--- src/rtl/cwf_pkg.sv ---
package cwf_pkg;

  localparam int unsigned LINE_WORDS = 4;
  localparam int unsigned WSEL_BITS  = $clog2(LINE_WORDS);
  localparam int unsigned OFF_BITS   = WSEL_BITS + 2;

  typedef enum logic [1:0] {
    ST_IDLE = 2'd0,
    ST_ADDR = 2'd1,
    ST_DATA = 2'd2
  } fill_st_e;

  // Full line or single longword for a miss that may use the cache.
  function automatic logic fill_wants_line(input logic instr,
                                           input logic [1:0] fsz,
                                           input logic [WSEL_BITS-1:0] off);
    logic r;
    if (!instr)               r = 1'b1;
    else if (fsz == 2'b00)    r = 1'b1;
    else if (fsz == 2'b01)    r = (off != 2'b11);
    else                      r = (off[1] == 1'b0);
    return r;
  endfunction

  // Longword slot that beat number 'beat' of a wrapped read lands in.
  function automatic logic [WSEL_BITS-1:0] wrap_off(input logic [WSEL_BITS-1:0] crit,
                                                    input logic [WSEL_BITS-1:0] beat);
    return crit + beat;
  endfunction

endpackage

--- src/rtl/cwf_tag_store.sv ---
module cwf_tag_store
  import cwf_pkg::*;
#(
  parameter int unsigned AW    = 32,
  parameter int unsigned DW    = 32,
  parameter int unsigned NSETS = 8
) (
  input  logic                          clk,
  input  logic                          inval_all,
  input  logic [AW-OFF_BITS-1:0]        lk_line,
  input  logic [WSEL_BITS-1:0]          lk_word,
  output logic                          lk_hit,
  output logic [DW-1:0]                 lk_data,
  input  logic                          wr_en,
  input  logic [AW-OFF_BITS-1:0]        wr_line,
  input  logic [WSEL_BITS-1:0]          wr_word,
  input  logic [DW-1:0]                 wr_data,
  input  logic                          clr_en,
  input  logic [AW-OFF_BITS-1:0]        clr_line,
  input  logic                          set_en,
  input  logic [AW-OFF_BITS-1:0]        set_line
);
  localparam int unsigned IDXW = (NSETS > 1) ? $clog2(NSETS) : 1;
  localparam int unsigned TAGW = AW - OFF_BITS - IDXW;

  logic [NSETS-1:0] valid_q;
  logic [TAGW-1:0]  tag_q  [NSETS];
  logic [DW-1:0]    data_q [NSETS][LINE_WORDS];

  logic [IDXW-1:0] lk_idx, wr_idx, clr_idx, set_idx;
  assign lk_idx  = lk_line[IDXW-1:0];
  assign wr_idx  = wr_line[IDXW-1:0];
  assign clr_idx = clr_line[IDXW-1:0];
  assign set_idx = set_line[IDXW-1:0];

  logic unused_tag_bits;
  assign unused_tag_bits = &{1'b0, clr_line[AW-OFF_BITS-1:IDXW], wr_line[AW-OFF_BITS-1:IDXW]};

  assign lk_hit  = valid_q[lk_idx] && (tag_q[lk_idx] == lk_line[AW-OFF_BITS-1:IDXW]);
  assign lk_data = data_q[lk_idx][lk_word];

  // Valid bits are deliberately not reset: contents survive reset.
  generate
    for (genvar s = 0; s < NSETS; s++) begin : g_set
      always_ff @(posedge clk) begin
        if (inval_all) begin
          valid_q[s] <= 1'b0;
        end else if (clr_en && clr_idx == IDXW'(s)) begin
          valid_q[s] <= 1'b0;
        end else if (set_en && set_idx == IDXW'(s)) begin
          valid_q[s] <= 1'b1;
        end
        if (set_en && set_idx == IDXW'(s)) begin
          tag_q[s] <= set_line[AW-OFF_BITS-1:IDXW];
        end
        if (wr_en && wr_idx == IDXW'(s)) begin
          data_q[s][wr_word] <= wr_data;
        end
      end
    end
  endgenerate

endmodule

--- src/rtl/cwf_fill_buf.sv ---
module cwf_fill_buf
  import cwf_pkg::*;
#(
  parameter int unsigned AW = 32,
  parameter int unsigned DW = 32
) (
  input  logic                   clk,
  input  logic                   rst_n,
  input  logic                   drop,
  input  logic                   wr_en,
  input  logic [WSEL_BITS-1:0]   wr_word,
  input  logic [DW-1:0]          wr_data,
  input  logic                   commit,
  input  logic [AW-OFF_BITS-1:0] commit_line,
  input  logic [AW-OFF_BITS-1:0] lk_line,
  input  logic [WSEL_BITS-1:0]   lk_word,
  output logic                   lk_hit,
  output logic [DW-1:0]          lk_data,
  output logic                   buf_valid
);
  logic                   valid_q;
  logic [AW-OFF_BITS-1:0] line_q;
  logic [DW-1:0]          words_q [LINE_WORDS];

  always_ff @(posedge clk) begin
    if (!rst_n) begin
      valid_q <= 1'b0;
      line_q  <= '0;
    end else if (drop) begin
      valid_q <= 1'b0;
    end else if (commit) begin
      valid_q <= 1'b1;
      line_q  <= commit_line;
    end
  end

  generate
    for (genvar w = 0; w < LINE_WORDS; w++) begin : g_word
      always_ff @(posedge clk) begin
        if (wr_en && wr_word == WSEL_BITS'(w)) begin
          words_q[w] <= wr_data;
        end
      end
    end
  endgenerate

  assign lk_hit    = valid_q && (line_q == lk_line);
  assign lk_data   = words_q[lk_word];
  assign buf_valid = valid_q;

endmodule

--- src/rtl/cwf_fill_seq.sv ---
module cwf_fill_seq
  import cwf_pkg::*;
(
  input  logic                 clk,
  input  logic                 rst_n,
  input  logic                 start,
  input  logic                 start_line,
  input  logic                 mem_req_ready,
  input  logic                 mem_rvalid,
  output logic                 idle,
  output logic                 mem_req_valid,
  output logic                 beat_fire,
  output logic                 beat_first,
  output logic                 beat_last,
  output logic [WSEL_BITS-1:0] beat_idx
);
  fill_st_e               st_q;
  logic                   line_q;
  logic [WSEL_BITS-1:0]   beat_q;

  assign idle          = (st_q == ST_IDLE);
  assign mem_req_valid = (st_q == ST_ADDR);
  assign beat_fire     = (st_q == ST_DATA) && mem_rvalid;
  assign beat_first    = beat_fire && (beat_q == '0);
  assign beat_last     = beat_fire && (!line_q || beat_q == WSEL_BITS'(LINE_WORDS - 1));
  assign beat_idx      = beat_q;

  always_ff @(posedge clk) begin
    if (!rst_n) begin
      st_q   <= ST_IDLE;
      line_q <= 1'b0;
      beat_q <= '0;
    end else begin
      case (st_q)
        ST_IDLE: if (start) begin
          st_q   <= ST_ADDR;
          line_q <= start_line;
          beat_q <= '0;
        end
        ST_ADDR: if (mem_req_ready) st_q <= ST_DATA;
        ST_DATA: if (beat_fire) begin
          beat_q <= beat_q + 1'b1;
          if (beat_last) st_q <= ST_IDLE;
        end
        default: st_q <= ST_IDLE;
      endcase
    end
  end

endmodule

--- src/rtl/cwf_fill_ctrl.sv ---
module cwf_fill_ctrl
  import cwf_pkg::*;
#(
  parameter int unsigned AW    = 32,
  parameter int unsigned DW    = 32,
  parameter int unsigned NSETS = 8
) (
  input  logic          clk,
  input  logic          rst_n,
  input  logic          cfg_we,
  input  logic          cfg_enable_in,
  input  logic          cfg_inval_in,
  input  logic [1:0]    cfg_fsz_in,
  input  logic          req_valid,
  output logic          req_ready,
  input  logic [AW-1:0] req_addr,
  input  logic          req_instr,
  input  logic          req_cacheable,
  output logic          rsp_valid,
  output logic [DW-1:0] rsp_data,
  output logic          mem_req_valid,
  input  logic          mem_req_ready,
  output logic [AW-1:0] mem_req_addr,
  output logic          mem_req_line,
  input  logic          mem_rvalid,
  input  logic [DW-1:0] mem_rdata
);
  localparam int unsigned LW = AW - OFF_BITS;

  // Control register
  logic       cfg_en_q;
  logic [1:0] cfg_fsz_q;
  logic       inval_now;

  always_ff @(posedge clk) begin
    if (!rst_n) begin
      cfg_en_q  <= 1'b0;
      cfg_fsz_q <= 2'b00;
    end else if (cfg_we) begin
      cfg_en_q  <= cfg_enable_in;
      cfg_fsz_q <= cfg_fsz_in;
    end
  end
  assign inval_now = cfg_we && cfg_inval_in;

  // Request decode
  logic [LW-1:0]        req_line;
  logic [WSEL_BITS-1:0] req_word;
  logic                 unused_lsbs;
  assign req_line    = req_addr[AW-1:OFF_BITS];
  assign req_word    = req_addr[OFF_BITS-1:2];
  assign unused_lsbs = &{1'b0, req_addr[1:0]};

  logic seq_idle, beat_fire, beat_first, beat_last;
  logic [WSEL_BITS-1:0] beat_idx;
  logic tag_hit, lfb_hit, lfb_valid;
  logic [DW-1:0] tag_data, lfb_data;

  logic req_fire, use_cache, hit_any, acc_hit, acc_miss, miss_line;
  assign req_ready = seq_idle;
  assign req_fire  = req_valid && req_ready;
  assign use_cache = cfg_en_q && req_cacheable;
  assign hit_any   = use_cache && (tag_hit || lfb_hit);
  assign acc_hit   = req_fire && hit_any;
  assign acc_miss  = req_fire && !hit_any;
  assign miss_line = use_cache && fill_wants_line(req_instr, cfg_fsz_q, req_word);

  // Outstanding read context
  logic [LW-1:0]        cur_line_q;
  logic [WSEL_BITS-1:0] cur_word_q;
  logic                 cur_fill_q;
  logic                 inval_seen_q;

  always_ff @(posedge clk) begin
    if (!rst_n) begin
      cur_line_q   <= '0;
      cur_word_q   <= '0;
      cur_fill_q   <= 1'b0;
      inval_seen_q <= 1'b0;
    end else if (acc_miss) begin
      cur_line_q   <= req_line;
      cur_word_q   <= req_word;
      cur_fill_q   <= miss_line;
      inval_seen_q <= 1'b0;
    end else if (inval_now && !seq_idle) begin
      inval_seen_q <= 1'b1;
    end
  end

  assign mem_req_addr = {cur_line_q, cur_word_q, 2'b00};
  assign mem_req_line = cur_fill_q;

  // Beat placement and completion
  logic [WSEL_BITS-1:0] beat_word;
  logic                 fill_wr;
  logic                 commit_line;
  assign beat_word   = wrap_off(cur_word_q, beat_idx);
  assign fill_wr     = beat_fire && cur_fill_q;
  assign commit_line = beat_last && cur_fill_q && !inval_seen_q && !inval_now;

  cwf_fill_seq u_seq (
    .clk           (clk),
    .rst_n         (rst_n),
    .start         (acc_miss),
    .start_line    (miss_line),
    .mem_req_ready (mem_req_ready),
    .mem_rvalid    (mem_rvalid),
    .idle          (seq_idle),
    .mem_req_valid (mem_req_valid),
    .beat_fire     (beat_fire),
    .beat_first    (beat_first),
    .beat_last     (beat_last),
    .beat_idx      (beat_idx)
  );

  cwf_tag_store #(.AW(AW), .DW(DW), .NSETS(NSETS)) u_tags (
    .clk       (clk),
    .inval_all (inval_now),
    .lk_line   (req_line),
    .lk_word   (req_word),
    .lk_hit    (tag_hit),
    .lk_data   (tag_data),
    .wr_en     (fill_wr),
    .wr_line   (cur_line_q),
    .wr_word   (beat_word),
    .wr_data   (mem_rdata),
    .clr_en    (acc_miss && miss_line),
    .clr_line  (req_line),
    .set_en    (commit_line),
    .set_line  (cur_line_q)
  );

  cwf_fill_buf #(.AW(AW), .DW(DW)) u_lfb (
    .clk         (clk),
    .rst_n       (rst_n),
    .drop        (inval_now || (acc_miss && miss_line)),
    .wr_en       (fill_wr),
    .wr_word     (beat_word),
    .wr_data     (mem_rdata),
    .commit      (commit_line),
    .commit_line (cur_line_q),
    .lk_line     (req_line),
    .lk_word     (req_word),
    .lk_hit      (lfb_hit),
    .lk_data     (lfb_data),
    .buf_valid   (lfb_valid)
  );

  // Response: hit data or the first returned beat
  logic          rsp_valid_q;
  logic [DW-1:0] rsp_data_q;
  always_ff @(posedge clk) begin
    if (!rst_n) begin
      rsp_valid_q <= 1'b0;
      rsp_data_q  <= '0;
    end else begin
      rsp_valid_q <= acc_hit || beat_first;
      if (acc_hit)         rsp_data_q <= lfb_hit ? lfb_data : tag_data;
      else if (beat_first) rsp_data_q <= mem_rdata;
    end
  end
  assign rsp_valid = rsp_valid_q;
  assign rsp_data  = rsp_data_q;

endmodule

--- config.mk ---
export PLATFORM = sky130hd
export DESIGN_NAME = cwf_fill_ctrl
export DESIGN_NICKNAME = d
export VERILOG_FILES = /design/src/rtl/cwf_pkg.sv /design/src/rtl/cwf_tag_store.sv /design/src/rtl/cwf_fill_buf.sv /design/src/rtl/cwf_fill_seq.sv /design/src/rtl/cwf_fill_ctrl.sv
export SDC_FILE = /design/constraint.sdc
export NUM_CORES = 2
export LEC_CHECK = 0
export ABC_AREA = 1
export BUFFER_PORTS_ARGS = -buffer_cell sky130_fd_sc_hd__buf_2
export CAP_MARGIN = 20
export CORE_ASPECT_RATIO = 1.1
export CORE_UTILIZATION = 49
export DETAILED_ROUTE_END_ITERATION = 12
export GPL_TIMING_DRIVEN = 1
export PLACE_DENSITY_LB_ADDON = 0.3
export SLEW_MARGIN = 15
export SYNTH_ARGS = -nofsm -noshare
export SYNTH_HDL_FRONTEND = slang
export SYNTH_SLANG_ARGS = --single-unit
export TNS_END_PERCENT = 1
--- constraint.sdc ---
create_clock -name clk -period 5.9 [get_ports clk]
set_input_delay 0.59 -clock clk [delete_from_list [all_inputs] [get_ports clk]]
set_output_delay 0.59 -clock clk [all_outputs]
set_load 0.1 [all_outputs]
; ---- Word level (Yosys, flattened, before mapping)
; Memories as Yosys holds them, arrays and structs flattened.
; Index checks and enable logic that the tools add are counted.
[classes]
n_addsub = 2
n_mul = 0
div_mod_pow = 0
order_cmp = 4
n_eq_ne = 28
n_shift = 0
muxes = 112
bitwise_logic = 5
reduce_logical = 95
[ops]
columns = operator, count
row1 = 2-to-1 mux 128 bit, 22
row2 = OR reduction 128 bit, 7
row3 = 2-to-1 mux 32 bit, 9
row4 = 2-to-1 mux 25 bit, 7
row5 = OR reduction 25 bit, 7
row6 = OR reduction 32 bit, 3
row7 = binary-select mux 32 bit (select 2 bit), 1
row8 = demux 32 bit (select 2 bit), 1
row9 = logical AND 1 bit, 47
row10 = 2-to-1 mux 1 bit, 46
row11 = 2-to-1 mux 3 bit, 14
row12 = == test 28 bit, 1
row13 = == test 25 bit, 1
row14 = "== test 3 bit, second input constant", 8
row15 = OR reduction 2 bit, 10
row16 = 2-to-1 mux 2 bit, 9
row17 = "== test 3 x 2 -> 1 bit, second input constant", 4
row18 = "== test 2 bit, second input constant", 4
row19 = zero test 2 bit, 4
row20 = "== test 2 x 1 -> 1 bit, second input constant", 3
row21 = "== test 3 x 1 -> 1 bit, second input constant", 2
row22 = "greater-or-equal comparator 3 bit, second input constant", 2
row23 = zero test 3 bit, 2
row24 = "inequality test 2 bit, second input constant", 3
row25 = other kinds (16), 29
[totals]
register_bits = 110
latchBits = 0
ram_bits = 1352
romBits = 0
in_bits = 76
out_inout_bits = 68
wordCells = 270
mem_count = 3
[memory_table]
columns = name, words, width, rd, rd_ports_with_merged_regs, wr, line
row1 = u_tags.data_q, 8, 128, 1, 0, 1, cwf_tag_store.sv:28  ; logic [DW-1:0] data_q [NSETS][LINE_WORDS];
row2 = u_tags.tag_q, 8, 25, 1, 0, 1, cwf_tag_store.sv:27  ; logic [TAGW-1:0] tag_q [NSETS];
row3 = u_lfb.words_q, 4, 32, 1, 0, 1, cwf_fill_buf.sv:23  ; logic [DW-1:0] words_q [LINE_WORDS];

; ---- Longest topological paths before layout
[logic_depth]
ltp_word = 17
mapped_depth = 22
mapped_depth_nobuf = 19

; ---- Hierarchy
; Synthesis repeated with hierarchy kept, for this count alone.
[unflattened]
cells_unflattened = 5045
area_unflattened_um2 = 59338.2
[by_module_without_submodules]
columns = mod, n_inst, cells_per_inst, area_each_um2, seq_area_each_um2
row1 = cwf_tag_store, 1, 3836, 49150.9, 36915.4
row2 = cwf_fill_buf, 1, 573, 6278.5, 4424.2
row3 = cwf_fill_ctrl, 1, 596, 3637.2, 1361.3
row4 = cwf_fill_seq, 1, 40, 271.5, 100.1

; ---- Worst setup path after synthesis
; Ideal clock, no wire load.
[synth_path]
path_type = register to register
start = register cur_word_q[0]
end = memory u_tags.data_q[0][0] in the netlist's numbering (enable)
setup_time_ns = 0.421
t_arrival_ns = 5.650
t_required_ns = 5.479
slack_ns = -0.171
stages_incl_launch_ff = 6
n_path_buf = 0
period_less_slack_ns = 6.071
cell_sequence = dfxtp_1 > ha_1 > xor2_1 > nor3_1 > inv_1 > nor2_1
[synth_via]
elab_chain_len = 15
word_cells_on_any_way = 36
classes_between = add/sub (1) / order compare (2) / mux (24) / bitwise (1) / reduce/logical (8)
[synth_lines]
columns = item, line
row1 = from (decl), cwf_fill_ctrl.sv:70  ; logic [WSEL_BITS-1:0] cur_word_q;
row2 = from (signal assigned), cwf_fill_ctrl.sv:82  ; cur_word_q <= req_word;
row3 = adder 2 bit *, cwf_pkg.sv:28  ; return crit + beat;
row4 = inverter 2 -> 3 bit (implied by the code) *, cwf_tag_store.sv:57  ; data_q[s][wr_word] <= wr_data;
row5 = greater-or-equal comparator 3 bit (implied by the code) / < comparator 3 x 1 -> 1 bit (equally long branches), cwf_tag_store.sv:57
row6 = logical AND 1 bit (implied by the code), cwf_tag_store.sv:57
row7 = 2-to-1 mux 32 bit (implied by the code), cwf_tag_store.sv:57
row8 = demux 32 bit (select 2 bit) *, cwf_tag_store.sv:57
row9 = 2-to-1 mux 128 bit (implied by the code), cwf_tag_store.sv:57
row10 = OR reduction 128 bit (no line), --
row11 = 2-to-1 mux 3 bit (no line) / 2-to-1 mux 128 bit (equally long branches) (7 in series), --
row12 = to (decl), cwf_tag_store.sv:28
; Every way passes the cells marked *; elsewhere a longest branch is shown, timed or not.

; ---- Worst setup path in the final report
[layout_path]
start = register u_seq.st_q[1]
end = memory u_tags.data_q[7][2] in the netlist's numbering (enable)
[layout_via]
elab_chain_len = 14
word_cells_on_any_way = 48
classes_between = eq/ne (1) / mux (30) / reduce/logical (17)
[layout_lines]
columns = item, line
row1 = from (decl), cwf_fill_seq.sv:17  ; fill_st_e st_q;
row2 = from (signal assigned), cwf_fill_seq.sv:30  ; st_q <= ST_IDLE;
row3 = from (signal assigned), cwf_fill_seq.sv:36  ; st_q <= ST_ADDR;
row4 = from (signal assigned), cwf_fill_seq.sv:40  ; ST_ADDR: if (mem_req_ready) st_q <= ST_DATA;
row5 = == test 2 bit *, cwf_fill_seq.sv:23  ; assign beat_fire = (st_q == ST_DATA) && mem_rvalid;
row6 = logical AND 1 bit *, cwf_fill_seq.sv:23
row7 = logical AND 1 bit *, cwf_fill_ctrl.sv:98  ; assign fill_wr = beat_fire && cur_fill_q;
row8 = logical AND 1 bit, cwf_tag_store.sv:56  ; if (wr_en && wr_idx == IDXW'(s)) begin
row9 = 2-to-1 mux 1 bit, cwf_tag_store.sv:56
row10 = 2-to-1 mux 128 bit (implied by the code), cwf_tag_store.sv:57
row11 = OR reduction 128 bit (no line), --
row12 = 2-to-1 mux 3 bit (no line) / 2-to-1 mux 128 bit (equally long branches) (7 in series), --
; Marks and branches as above.

==> results.sh <==
export IMPL_outcome="finished clean"
export IMPL_max_slew_margin_pct=25.40
export IMPL_path_clk_slew_ps=60
export IMPL_start_util_pct=49.61
export IMPL_layout_drive_gt1_share_pct=11.28
export IMPL_fin_nets=4233
export IMPL_drt_iter0_markers=4266
export IMPL_first_global_vias=33710
export IMPL_critPathTopFamily="simple AND/OR/NAND/NOR gates"
export IMPL_tns_ps=0
export IMPL_critical_path_startpoint_type="flip-flop"
export IMPL_synth_common_cells="1352 x edfxtp_1, 633 x nand2_1, 437 x a22oi_1, 407 x nand3_1, 204 x nor2_1"
export IMPL_via_count=35490
export IMPL_crit_buf_inv=4
export IMPL_fp_dieH_um=356.5
export IMPL_ys_types=44
export IMPL_io_buffers=139
export IMPL_synth_top_family_by_area="simple AND/OR/NAND/NOR gates"
export IMPL_worstSetupPathType="reg2reg"
export IMPL_synthArstFlopShare_pct=0
export IMPL_cellPowerDensity_nw_per_um2=343.0
export IMPL_grt_pass1_wl_um=224500
export IMPL_synth_fa_ha_area_share_pct=0.06706
export IMPL_post_cts_buffers=0
export IMPL_io_pins=144
export IMPL_fp_dieW_um=324.3
export IMPL_synthCells=4051
export IMPL_vdd_drop_max_mv=0.2971
export IMPL_cp_required_ps=6300
export IMPL_worstMarginPinSlew_ps=1116
export IMPL_grt_max_degree=156
export IMPL_synthMuxAreaShare_pct=0
export IMPL_hold_viol=0
export IMPL_fillers=8827
export IMPL_htreeDepth=4
export IMPL_yosysMostFrequentCell="edfxtp_1"
export IMPL_area_growth_pct=13.04
export IMPL_synth_seq_cells=1462
export IMPL_drt_total_wl_um=155700
export IMPL_seq_area_um2=42800
export IMPL_crit_path_end_kind="flip-flop"
export IMPL_leakage_nw=21.10
export IMPL_synth_edf_count=1352
export IMPL_cts_resized=0
export IMPL_synth_area_um2=55970
export IMPL_vias_per_cell=6.138
export IMPL_gr_total_overflow=0
export IMPL_core_um2=112800
export IMPL_drv_cap=0
export IMPL_clk_latency_ps=760
export IMPL_drv_slew=0
export IMPL_cp_max_fo=33
export IMPL_cp_cell_sequence="inv_1 -> nor3_1 -> nand2_1 -> nor3_4 -> buf_4 -> inv_1 -> nor2_4 -> buf_4"
export IMPL_ys_seq_area_share_pct=76.47
export IMPL_utilization_pct=56.08
export IMPL_synth_warnings=0
export IMPL_tritoncts="built"
export IMPL_cpMaxStageDelayCell="nor2_4"
export IMPL_fin_crit_ps=4267
export IMPL_placementRows=129
export IMPL_dr_pass1_iters=6
export IMPL_cts_buffers=146
export IMPL_dieArea_um2=115600
export IMPL_postSynthAreaPerCell_um2=13.82
export IMPL_fin_skew_ps=36.92
export IMPL_yosys_top_cells_area="edfxtp_1 73%, a22oi_1 5.9%, nand2_1 4.2%"
export IMPL_synth_top_area_share_pct=72.53
export IMPL_fin_crit_sh_pct=72.32
export IMPL_synthSimpleGateAreaFrac_pct=10.65
export IMPL_antenna_found_initial=14
export IMPL_synth_top_cell_by_area="edfxtp_1"
export IMPL_synth_xor_area_share_pct=0.2660
export IMPL_rsz0062_at_grt="no"
export IMPL_wl_per_cell_um=26.92
export IMPL_route_detailed_drc=0
export IMPL_clkSinkCount=1462
export IMPL_cts_hold_buffers_added=0
export IMPL_globalplace_congestion=0.8341
export IMPL_cts_root_buffer="clkbuf_16"
export IMPL_critPathMaxStageDelay_ps=870
export IMPL_setup_viol=0
export IMPL_cp_arrival_ps=4670
export IMPL_synth_compound_area_share_pct=9.992
export IMPL_fmax_ghz=0.2344
export IMPL_synth_flop_cell="edfxtp_1"
export IMPL_drtAntennaViolNets=0
export IMPL_multi_input_area_um2=12070
export IMPL_hold_path_class="in2reg"
export IMPL_cts_buffer_depth=3
export IMPL_dp_hpwl_um=83010
export IMPL_grt_usage_pct=26.79
==> kinds of logic after synthesis <==
kind of cell    Yosys count
compound gates          855
xor+xnor                 17
fa+ha+maj                 3
buf+inv                 349
flops                  1462
other cells               1
simple gates           1364
==> flip-flops by register name (all words and copies together), names as in the netlist, 8 cells and up <==
name,cells
u_tags.data_q,1024
u_tags.tag_q,200
u_lfb.words_q,128
rsp_data,32
cur_line_q,28
u_lfb.line_q,28
u_tags.valid_q,8
==> layout make-up <==
type | count | area share (%)
repair buffers | 211 | 2.345
flip-flops and latches | 1462 | 67.65
clock inverters | 74 | 1.007
multi-input cells | 2241 | 19.07
diodes | 2 | 0.007910
inverters | 92 | 0.5774
clock buffers | 194 | 6.370
well taps | 1506 | 2.978
==> per-layer routing <==
metal / global-route usage, % / routed length, µm
met1: 35.52 / 60380
met4: 11.48 / 6465
met5: 0 / 129
met3: 5.642 / 14300
met2: 42.90 / 74370
==> through the flow <==
step | power (mW) | area [µm²] | hold WS, ps | cells | setup WS [ps]
after floorplan | 12.38 | 55980 | 443.7 | 4052 | 977.1
after global placement | 12.85 | 58490 | 453.0 | 5508 | 1054
after detailed placement | 12.87 | 58540 | 457.6 | 5510 | 1063
after CTS | 21.76 | 63210 | 38.43 | 5778 | 1741
after global routing | 22.26 | 63270 | 57.80 | 5781 | 1493
final | 21.71 | 63270 | 80.54 | 5782 | 1633
==> worst paths after layout <==
path | startpoint | endpoint | slack [ps] | cells past startpoint
setup / recovery | u_seq.st_q[1] | u_tags.data_q[7][2] | 1630 | 8
hold / removal | cfg_fsz_in[0] | cfg_fsz_q[0] | 80 | 3
setup reg to reg | u_seq.st_q[1] | u_tags.data_q[7][2] | 1630 | 8
hold reg to reg | u_seq.line_q | u_seq.line_q | 470 | 2
==> layout by cell type, fill, tap and decap left out, types with 14 or more instances in the layout <==
cell type     n
o211ai_1     41
buf_4        58
nor3_1       14
dfxtp_1     110
a22oi_1     437
clkbuf_1     34
nor2_1      164
clkbuf_16   151
o22ai_1      33
nand4_1      77
buf_2       135
clkinv_2     25
a31oi_1      20
nor2_4       43
nand2_1     633
nand3_1     407
o21ai_0     183
edfxtp_1   1352
clkinv_1     28
a21oi_1     117
inv_1        79
==> report_power, final <==
group / switching (mW) / internal, mW
combinational: 0.968 / 0.278
clock: 3.87 / 5.17
sequential: 0.0633 / 11.4
==> worst register-to-register path: stages, from the launching register on <==
cell and delay, ps:
dfxtp_1 370, inv_1 70, nor3_1 370, nand2_1 330, nor3_4 230, buf_4 610
inv_1 550, nor2_4 870, buf_4 490
Power figures use the tool's default switching activity.
